`src/rtl/sertx_pin.sv`:
```
module sertx_pin #(
  parameter int OVS = 16,
  parameter int DW  = 8
) (
  input  logic          clk,
  input  logic          rst_n,
  input  logic          tx_en,
  input  logic          sync_mode,
  input  logic          par_en,
  input  logic          par_odd,
  input  logic [DW-1:0] tx_data,
  input  logic          tdr_empty,
  input  logic          err_overrun,
  input  logic          err_parity,
  input  logic          err_framing,
  input  logic          port_dr,
  input  logic          port_ddr,
  output logic          pin_out,
  output logic          pin_oe,
  output logic          sck_out,
  output logic          tx_end,
  output logic          load_ack
);
  localparam int FW = DW + 3;
  localparam int CW = $clog2(OVS);
  localparam int IW = $clog2(FW + 1);

  logic          busy, fr_sync;
  logic [CW-1:0] tick;
  logic [IW-1:0] idx, nbits;
  logic [FW-1:0] shreg;
  logic [FW-1:0] nxt_frame;
  logic [IW-1:0] nxt_n;

  wire err_any  = err_overrun | err_parity | err_framing;
  wire start_ok = tx_en && !tdr_empty && !(sync_mode && err_any);
  wire bit_end  = busy && (tick == CW'(OVS - 1));
  wire last     = bit_end && (idx == nbits - IW'(1));
  wire par_bit  = (^tx_data) ^ par_odd;

  assign load_ack = start_ok && (!busy || last);
  assign pin_oe   = tx_en ? 1'b1 : port_ddr;
  assign pin_out  = !tx_en ? port_dr : (busy ? shreg[0] : 1'b1);
  assign sck_out  = !(tx_en && busy && fr_sync && (tick < CW'(OVS / 2)));

  always_comb begin
    if (sync_mode) begin
      nxt_frame = {3'b111, tx_data};
      nxt_n     = IW'(DW);
    end else if (par_en) begin
      nxt_frame = {1'b1, par_bit, tx_data, 1'b0};
      nxt_n     = IW'(DW + 3);
    end else begin
      nxt_frame = {2'b11, tx_data, 1'b0};
      nxt_n     = IW'(DW + 2);
    end
  end

  always_ff @(posedge clk or negedge rst_n) begin
    if (!rst_n) begin
      busy    <= 1'b0;
      fr_sync <= 1'b0;
      tick    <= '0;
      idx     <= '0;
      nbits   <= '0;
      shreg   <= '1;
      tx_end  <= 1'b1;
    end else if (!tx_en) begin
      busy   <= 1'b0;
      tick   <= '0;
      idx    <= '0;
      shreg  <= '1;
      tx_end <= 1'b1;
    end else if (load_ack) begin
      busy    <= 1'b1;
      fr_sync <= sync_mode;
      tick    <= '0;
      idx     <= '0;
      nbits   <= nxt_n;
      shreg   <= nxt_frame;
      tx_end  <= 1'b0;
    end else if (busy) begin
      if (bit_end) begin
        tick  <= '0;
        shreg <= {1'b1, shreg[FW-1:1]};
        if (last) begin
          busy   <= 1'b0;
          tx_end <= 1'b1;
        end else begin
          idx <= idx + IW'(1);
        end
      end else begin
        tick <= tick + CW'(1);
      end
    end
  end
endmodule

```
`config.mk`:
```
export PLATFORM = sky130hd
export DESIGN_NAME = sertx_pin
export DESIGN_NICKNAME = d
export VERILOG_FILES = /design/src/rtl/sertx_pin.sv
export SDC_FILE = /design/constraint.sdc
export NUM_CORES = 1
export LEC_CHECK = 0
export ABC_AREA = 1
export BUFFER_PORTS_ARGS = -buffer_cell sky130_fd_sc_hd__clkbuf_2
export CAP_MARGIN = 20
export CORE_MARGIN = 2
export CORE_UTILIZATION = 50
export CTS_BUF_LIST = sky130_fd_sc_hd__clkbuf_2
export CTS_CLUSTER_DIAMETER = 30
export DETAILED_ROUTE_END_ITERATION = 6
export PLACE_DENSITY_LB_ADDON = 0.15
export SLEW_MARGIN = 10
export SYNTH_ARGS = -nofsm -noshare
export SYNTH_HDL_FRONTEND = slang
export SYNTH_SLANG_ARGS = --single-unit
```
`constraint.sdc`:
```
create_clock -name clk -period 3.7 [get_ports clk]
set_input_delay 0.185 -clock clk [delete_from_list [all_inputs] [get_ports clk]]
set_output_delay 0.185 -clock clk [all_outputs]
set_load 0.02 [all_outputs]
```
==> impl_metrics.tcl, run 1 <==
set metrics [dict create \
    ios 25 \
    dr.first_iter.drc_count 31 \
    post-dp-hpwl_mm 2.325 \
    cap_violations 0 \
    power.ir.vdd_worst_mv 0.1754 \
    crit_arrival_ps 2230 \
    synthTopCellsByArea "dfrtp_1 (21%), dfstp_2 (19%), nand2_1 (16%)" \
    wire_length_of_the_first_global_routing_pass_mm 5.133 \
    synth_flop_type "dfrtp_1" \
    ys_seq_area_share_pct 40.02 \
    postCtsSetupBuffers 0 \
    hold_viol 0 \
    grt_max_degree 25 \
    combinational_family_with_the_most_area_after_synthesis "simple AND/OR/NAND/NOR gates" \
    highest_net_fanout_along_the_worst_path 23 \
    routabilityCongestion 0.8519 \
    synth_simple_gate_area_share_pct 36.92 \
    die_outline_area_um2 3530 \
    synth_top_area_share_pct 21.19 \
    clk_transition_reported_paths_ps 240 \
    htree_levels 1 \
    yosys.area_share.adder_pct 2.445 \
    route.detailed.drc 0 \
    period_minus_slack_ps 2415 \
    clock_tree_root_driver_cell "clkbuf_2" \
    cts_tree "done" \
    finalMaxSlewViolations 0 \
    totalWireLength_mm 3.017 \
    syn_to_final_growth_pct 10.11 \
    initial_core_util_pct 51.55 \
    synth_async_sr_flop_share_pct 100.0 \
    max_freq_mhz 414.0 \
    wire_per_inst_um 11.22 \
    number_of_antenna_violations_at_the_first_check_in_global_routing 0 \
    drt.antenna.violating_nets 0 \
    slowest_delay_ps 440 \
    antennaDiodeCount 0 \
    status "completed" \
    synth.area.mux_share_pct 0 \
    avgSynthCellArea_um2 7.242 \
    clock-skew-final_ps 16.75 \
    worst_path_most_repeated_cell "nand2_2" \
    port_buffers 24 \
    synthesis.instances 212 \
    rows 20 \
    worst_hold_slack_ps 146.9 \
    critical_path_required_ps 3510 \
    cts-buffers-inserted 3 \
    final_setup_viols 0 \
    synth_seq_cells 24 \
    slowest_stage "dfrtp_1" \
    p_leak_uw 0.0008860 \
    post_synth_num_cell_types 32 \
    viasPerCell 5.123 \
    synth.cell_area_um2 1535 \
    post_route_cells_drive_above_1_share_pct 20.76 \
    cts_hold_repair.buffers 1 \
    synth_area_leader_cell "dfrtp_1" \
    first_pass_iters 4 \
    crit_path_start_kind "flip-flop" \
    ys.warnings.count 0 \
    synth_compound_gate_area_share_pct 6.438 \
    synth_xor_xnor_area_share_pct 4.564 \
    hold_path_class "primary input to flip-flop" \
    clock_path_buffers 2 \
    placeableCoreArea_um2 2978 \
    vias 1378 \
    postCtsResizedCells 0 \
    finish.net_count 260 \
    fillCellCount 310 \
    layout.cells.non_filler 269 \
    timing.critical_path.max_delay_family "simple AND/OR/NAND/NOR gates" \
    place.detailed.instances 264 \
    critPathBufInv 2 \
    track_usage_pct 18.88 \
    via_count_of_the_first_global_routing_pass 1261 \
    setup-tns-final_ps 0 \
    maxSlewHeadroom_pct 61.05 \
    worst_pin_slew_ps 584.2 \
    timing.setup.critical_path_class "flip-flop to output port" \
    numClockSinks 24 \
    die_height_um 59.41 \
    min_period_over_period_pct 65.28 \
    path_cells "ha_1 -> nand2_2 -> nor2_4 -> nand2_1 -> nor2_2 -> nand2_2 -> nand2_2 -> nand2_4 -> inv_1 -> clkbuf_2" \
    timing.critical_path.to_type "output port" \
    fp.dieW_um 59.41 \
    grt_setup_unrepaired "false" \
    globalRouteOverflowTotal 0 \
    finalInstanceArea_um2 1690 \
    placement.cell_area_um2 1662 \
    synth-edff-count 0 \
    syn-num-nets 235 \
    insertion_delay_ps 340 \
    power.density_cell_area_nw_per_um2 312.7 \
]
==> routing by layer <==
layer / up-vias / GRT usage [%] / part of all wire [%]
li1: 718 / - / -
met1: 638 / 21.61 / 47
met2: 16 / 34.54 / 49
met3: 6 / 2.620 / 2.2
met4: 0 / 8.117 / 1.7
met5: - / 0 / 0
==> layout make-up <==
cell class              count  area, um^2  share of cell area, %
clock inverters             1       3.754                 0.2221
inverters                  30       112.6                  6.662
clock buffers               3       15.01                 0.8882
multi-input cells         153       773.2                  45.74
repair buffers             25       130.1                  7.698
flip-flops and latches     24       614.3                  36.34
well taps                  33       41.29                  2.443
==> report_power, final <==
group / total [uW] / switching [uW] / internal [uW]
registers: 304 / 10.5 / 294
logic: 121 / 75.4 / 45.3
clock network: 104 / 80.4 / 23.5
==> state kept, by name, indices dropped and copies added, names as in the netlist <==
register	count
shreg	10
fr_sync	1
tx_end	1
busy	1
idx	4
tick	4
nbits	3
==> cell families (layout without fill, tap and decap cells) <==
kind of cell / after synthesis / after routing
AND/OR/NAND/NOR: 126 / 126
AO/OA/AOI/OAI: 16 / 16
adder cells (fa/ha/maj): 3 / 3
buffers and inverters: 35 / 59
flip-flops: 24 / 24
XOR/XNOR: 8 / 8
==> Yosys cell counts, types with 2 or more instances <==
cell / n
o21bai_1: 2
inv_1: 28
nor2_2: 2
a21oi_1: 6
ha_1: 3
nand2_2: 4
dfstp_2: 11
nand3_1: 24
nand4_1: 6
nor3_1: 2
buf_6: 2
nand2_1: 67
dfrtp_1: 13
xor2_1: 5
xnor2_1: 3
nor2_1: 15
o211ai_1: 3
o21ai_1: 2
==> through the flow <==
| step | power, uW | util (%) | setup slack, ps |
|---|---|---|---|
| 6_report | 528.7 | 56.76 | 1285 |
| 5_1_grt | 561.1 | 56.76 | 1071 |
| 4_1_cts | 530.8 | 56.76 | 1289 |
| 3_5_place_dp | 429.8 | 55.80 | 1716 |
| 3_3_place_gp | 428.2 | 55.80 | 1775 |
| 2_1_floorplan | 393.5 | - | 1939 |
==> worst paths after layout <==
| check | startpoint | to | slack [ps] | depth (start not counted) |
|---|---|---|---|---|
| setup / recovery | tick[0]$_DFFE_PN0P_ | load_ack | 1280 | 10 |
| hold / removal | tx_data[7] | shreg[8]$_DFFE_PN1P_ | 150 | 5 |
| setup reg to reg | nbits[0]$_DFFE_PN0P_ | shreg[8]$_DFFE_PN1P_ | 1690 | 13 |
| hold reg to reg | shreg[7]$_DFFE_PN1P_ | shreg[7]$_DFFE_PN1P_ | 480 | 2 |
| max in group asynchronous | rst_n | shreg[8]$_DFFE_PN1P_ | 2980 | 2 |
| min in group asynchronous | rst_n | tick[2]$_DFFE_PN0P_ | 320 | 2 |
==> layout by cell type (no fill, tap or decap), types with 3 or more instances in the layout <==
master	n
nand2_1	67
inv_1	28
clkbuf_2	27
nand3_1	24
nor2_1	15
dfrtp_1	13
dfstp_2	11
a21oi_1	6
nand4_1	6
xor2_1	5
nand2_2	4
o211ai_1	3
xnor2_1	3
ha_1	3
==> worst min-delay path: stages <==
cell and delay (ps):
clkbuf_2 90, inv_1 80, nand2_1 60, nand2_1 60, nand2_1 40
Note: power is estimated with default switching activity, not from simulation.
==> inputs of run 2 (changes only) <==
Clock period 3.7 ns to 2.2 ns, I/O delays scaled along.
==> run 2 against run 1 <==
  * Global-route usage is 0.13 points lower
  * Sequential power grew 69%
  * Highest routed layer unchanged
  * Combinational power grew 93%
  * Via count is 3.3% higher
  * Critical endpoint unchanged
  * Sequential cell count did not move
  * Largest cell class unchanged
  * Sequential share of layout area is 2.2 points lower
==> impl_metrics.tcl, run 2 (synthesis gave the netlist of run 1 again) <==
set metrics [dict create \
    sequential_cell_area_um2 614.3 \
    reg2reg_slack_ps 380 \
    clock-skew-final_ps 10.52 \
    antennaDiodeCount 0 \
    number_of_antenna_violations_at_the_first_check_in_global_routing 0 \
    placement.cell_area_um2 1677 \
    cts_tree "done" \
    worst_hold_slack_ps 6.798 \
    hold_viol 0 \
    total_power_uw 916.6 \
    cts-buffers-inserted 3 \
    die_outline_area_um2 3530 \
    timing.critical_path.to_type "output port" \
    multi_input_area_um2 810.8 \
    power.share.clock_pct 18.6 \
    critical_path_required_ps 2090 \
    period_minus_slack_ps 2003 \
    globalRouteOverflowTotal 0 \
    drt.antenna.violating_nets 0 \
    slowest_stage "dfrtp_1" \
    final_setup_viols 0 \
    power.ir.vdd_worst_mv 0.3417 \
    layout.cells.non_filler 279 \
    numClockSinks 24 \
    wire_length_of_the_first_global_routing_pass_mm 5.181 \
    mostFrequentLayoutCell "nand2_1" \
    htree_levels 1 \
    route.detailed.drc 0 \
    clk_transition_reported_paths_ps 220 \
    die_height_um 59.41 \
    max_freq_mhz 499.3 \
    p_leak_uw 0.0009306 \
    cap_violations 0 \
    post_route_cells_drive_above_1_share_pct 25.20 \
    via_count_of_the_first_global_routing_pass 1257 \
    grt_setup_unrepaired "false" \
    clock_path_buffers 2 \
    rows 20 \
    share_seq_of_total_power_pct 55.9 \
    setup-tns-final_ps 0 \
    finalInstanceArea_um2 1800 \
    top_regs "shreg (10), idx (4), tick (4)" \
    port_buffers 24 \
    post-dp-hpwl_mm 2.259 \
    initial_core_util_pct 51.55 \
    fp.dieW_um 59.41 \
    path_cells "inv_2 -> ha_4 -> nand2_1 -> nand2_1 -> inv_1 -> nand2_1 -> nor2_2 -> nand2_2 -> nand2_4 -> nand2_8 -> inv_4 -> buf_4" \
    first_pass_iters 4 \
    track_usage_pct 18.75 \
    insertion_delay_ps 340 \
    dr.first_iter.drc_count 35 \
    routabilityCongestion 0.8004 \
    viasPerCell 5.100 \
    power.switching_fraction_pct 31.41 \
    layout_common_cells "nand2_1 (67), inv_1 (26), clkbuf_2 (26)" \
    wire_per_inst_um 11.54 \
    syn_to_final_growth_pct 17.28 \
    worst_pin_slew_ps 591.4 \
    regMostFlops "shreg" \
    min_period_over_period_pct 91.04 \
    status "completed" \
    place.detailed.instances 266 \
    combPwrFrac_pct 25.5 \
    worst_path_most_repeated_cell "nand2_1" \
    largest_register_ff_count 10 \
    intPower_uw 628.7 \
    clock_tree_root_driver_cell "clkbuf_2" \
    maxSlewHeadroom_pct 60.57 \
    ios 25 \
    finalMaxSlewViolations 0 \
    slowest_delay_ps 440 \
    placeableCoreArea_um2 2978 \
    grt_max_degree 25 \
    totalWireLength_mm 3.220 \
    power.density_cell_area_nw_per_um2 509.1 \
    fillCellCount 296 \
    crit_path_start_kind "flip-flop" \
    crit_arrival_ps 1890 \
    finish.net_count 270 \
    timing.setup.critical_path_class "flip-flop to output port" \
    vias 1423 \
    highest_net_fanout_along_the_worst_path 12 \
    hold_path_class "primary input to flip-flop" \
    switchingPower_uw 287.9 \
]
## run 2: worst max-delay path: cells and delay by family (launching register included)
family                   cells  cell delay, ps
buffers and inverters        4             350
AND/OR/NAND/NOR              7             540
flip-flops                   1             440
adder cells (fa/ha/maj)      1             210
## run 2: through the flow
step / util [%] / setup WS, ps
3_3_place_gp: 56.30 / 302.5
5_1_grt: 60.46 / 23.31
2_1_floorplan: - / 439.4
3_5_place_dp: 56.30 / 254.1
4_1_cts: 57.73 / 46.28
6_report: 60.46 / 197.2
## run 2: cell type report
| class | instances | share of cell area [%] |
|---|---|---|
| Clock buffer | 3 | 0.8339 |
| Clock inverter | 1 | 0.2085 |
| Inverter | 30 | 6.393 |
| Multi-Input combinational cell | 154 | 45.03 |
| Sequential cell | 24 | 34.12 |
| Tap cell | 33 | 2.293 |
| Timing Repair Buffer | 34 | 11.12 |
## run 2: path summary, 6_finish.rpt
| path | from | to | cells past startpoint |
|---|---|---|---|
| max in group asynchronous | rst_n | shreg[4]$_DFFE_PN1P_ | 2 |
| worst max-delay path | nbits[0]$_DFFE_PN0P_ | load_ack | 12 |
| worst min register to register | shreg[6]$_DFFE_PN1P_ | shreg[6]$_DFFE_PN1P_ | 2 |
| min in group asynchronous | rst_n | idx[2]$_DFFE_PN0P_ | 2 |
| worst min-delay path | tx_en | busy$_DFF_PN0_ | 3 |
| worst max register to register | nbits[0]$_DFFE_PN0P_ | shreg[5]$_DFFE_PN1P_ | 14 |
## run 2: repair_timing
item | CTS | global route
resized for setup | 3 | 5
buffers inserted | 0 | 7
hold endpoints to repair | 13 | 0
pin swaps | 0 | 1
setup endpoints to repair | 1 | 1
cloned | 0 | 1
hold buffers | 1 | 0
## run 2: routing by layer
layer / wire [um] / up-vias / track usage (%)
li1: - / 743 / -
met1: 1431 / 652 / 22.45
met2: 1660 / 26 / 34.85
met3: 109 / 2 / 3.275
met4: 18 / 0 / 3.571
met5: 0 / - / 0
## run 2: power by group through the flow
stage	Combinational, uW	Clock [uW]	Sequential (uW)
finish	234	170	513
global placement	202	0	519
detailed placement	205	0	519
floorplan	144	0	517
CTS	210	178	512
global route	271	192	517
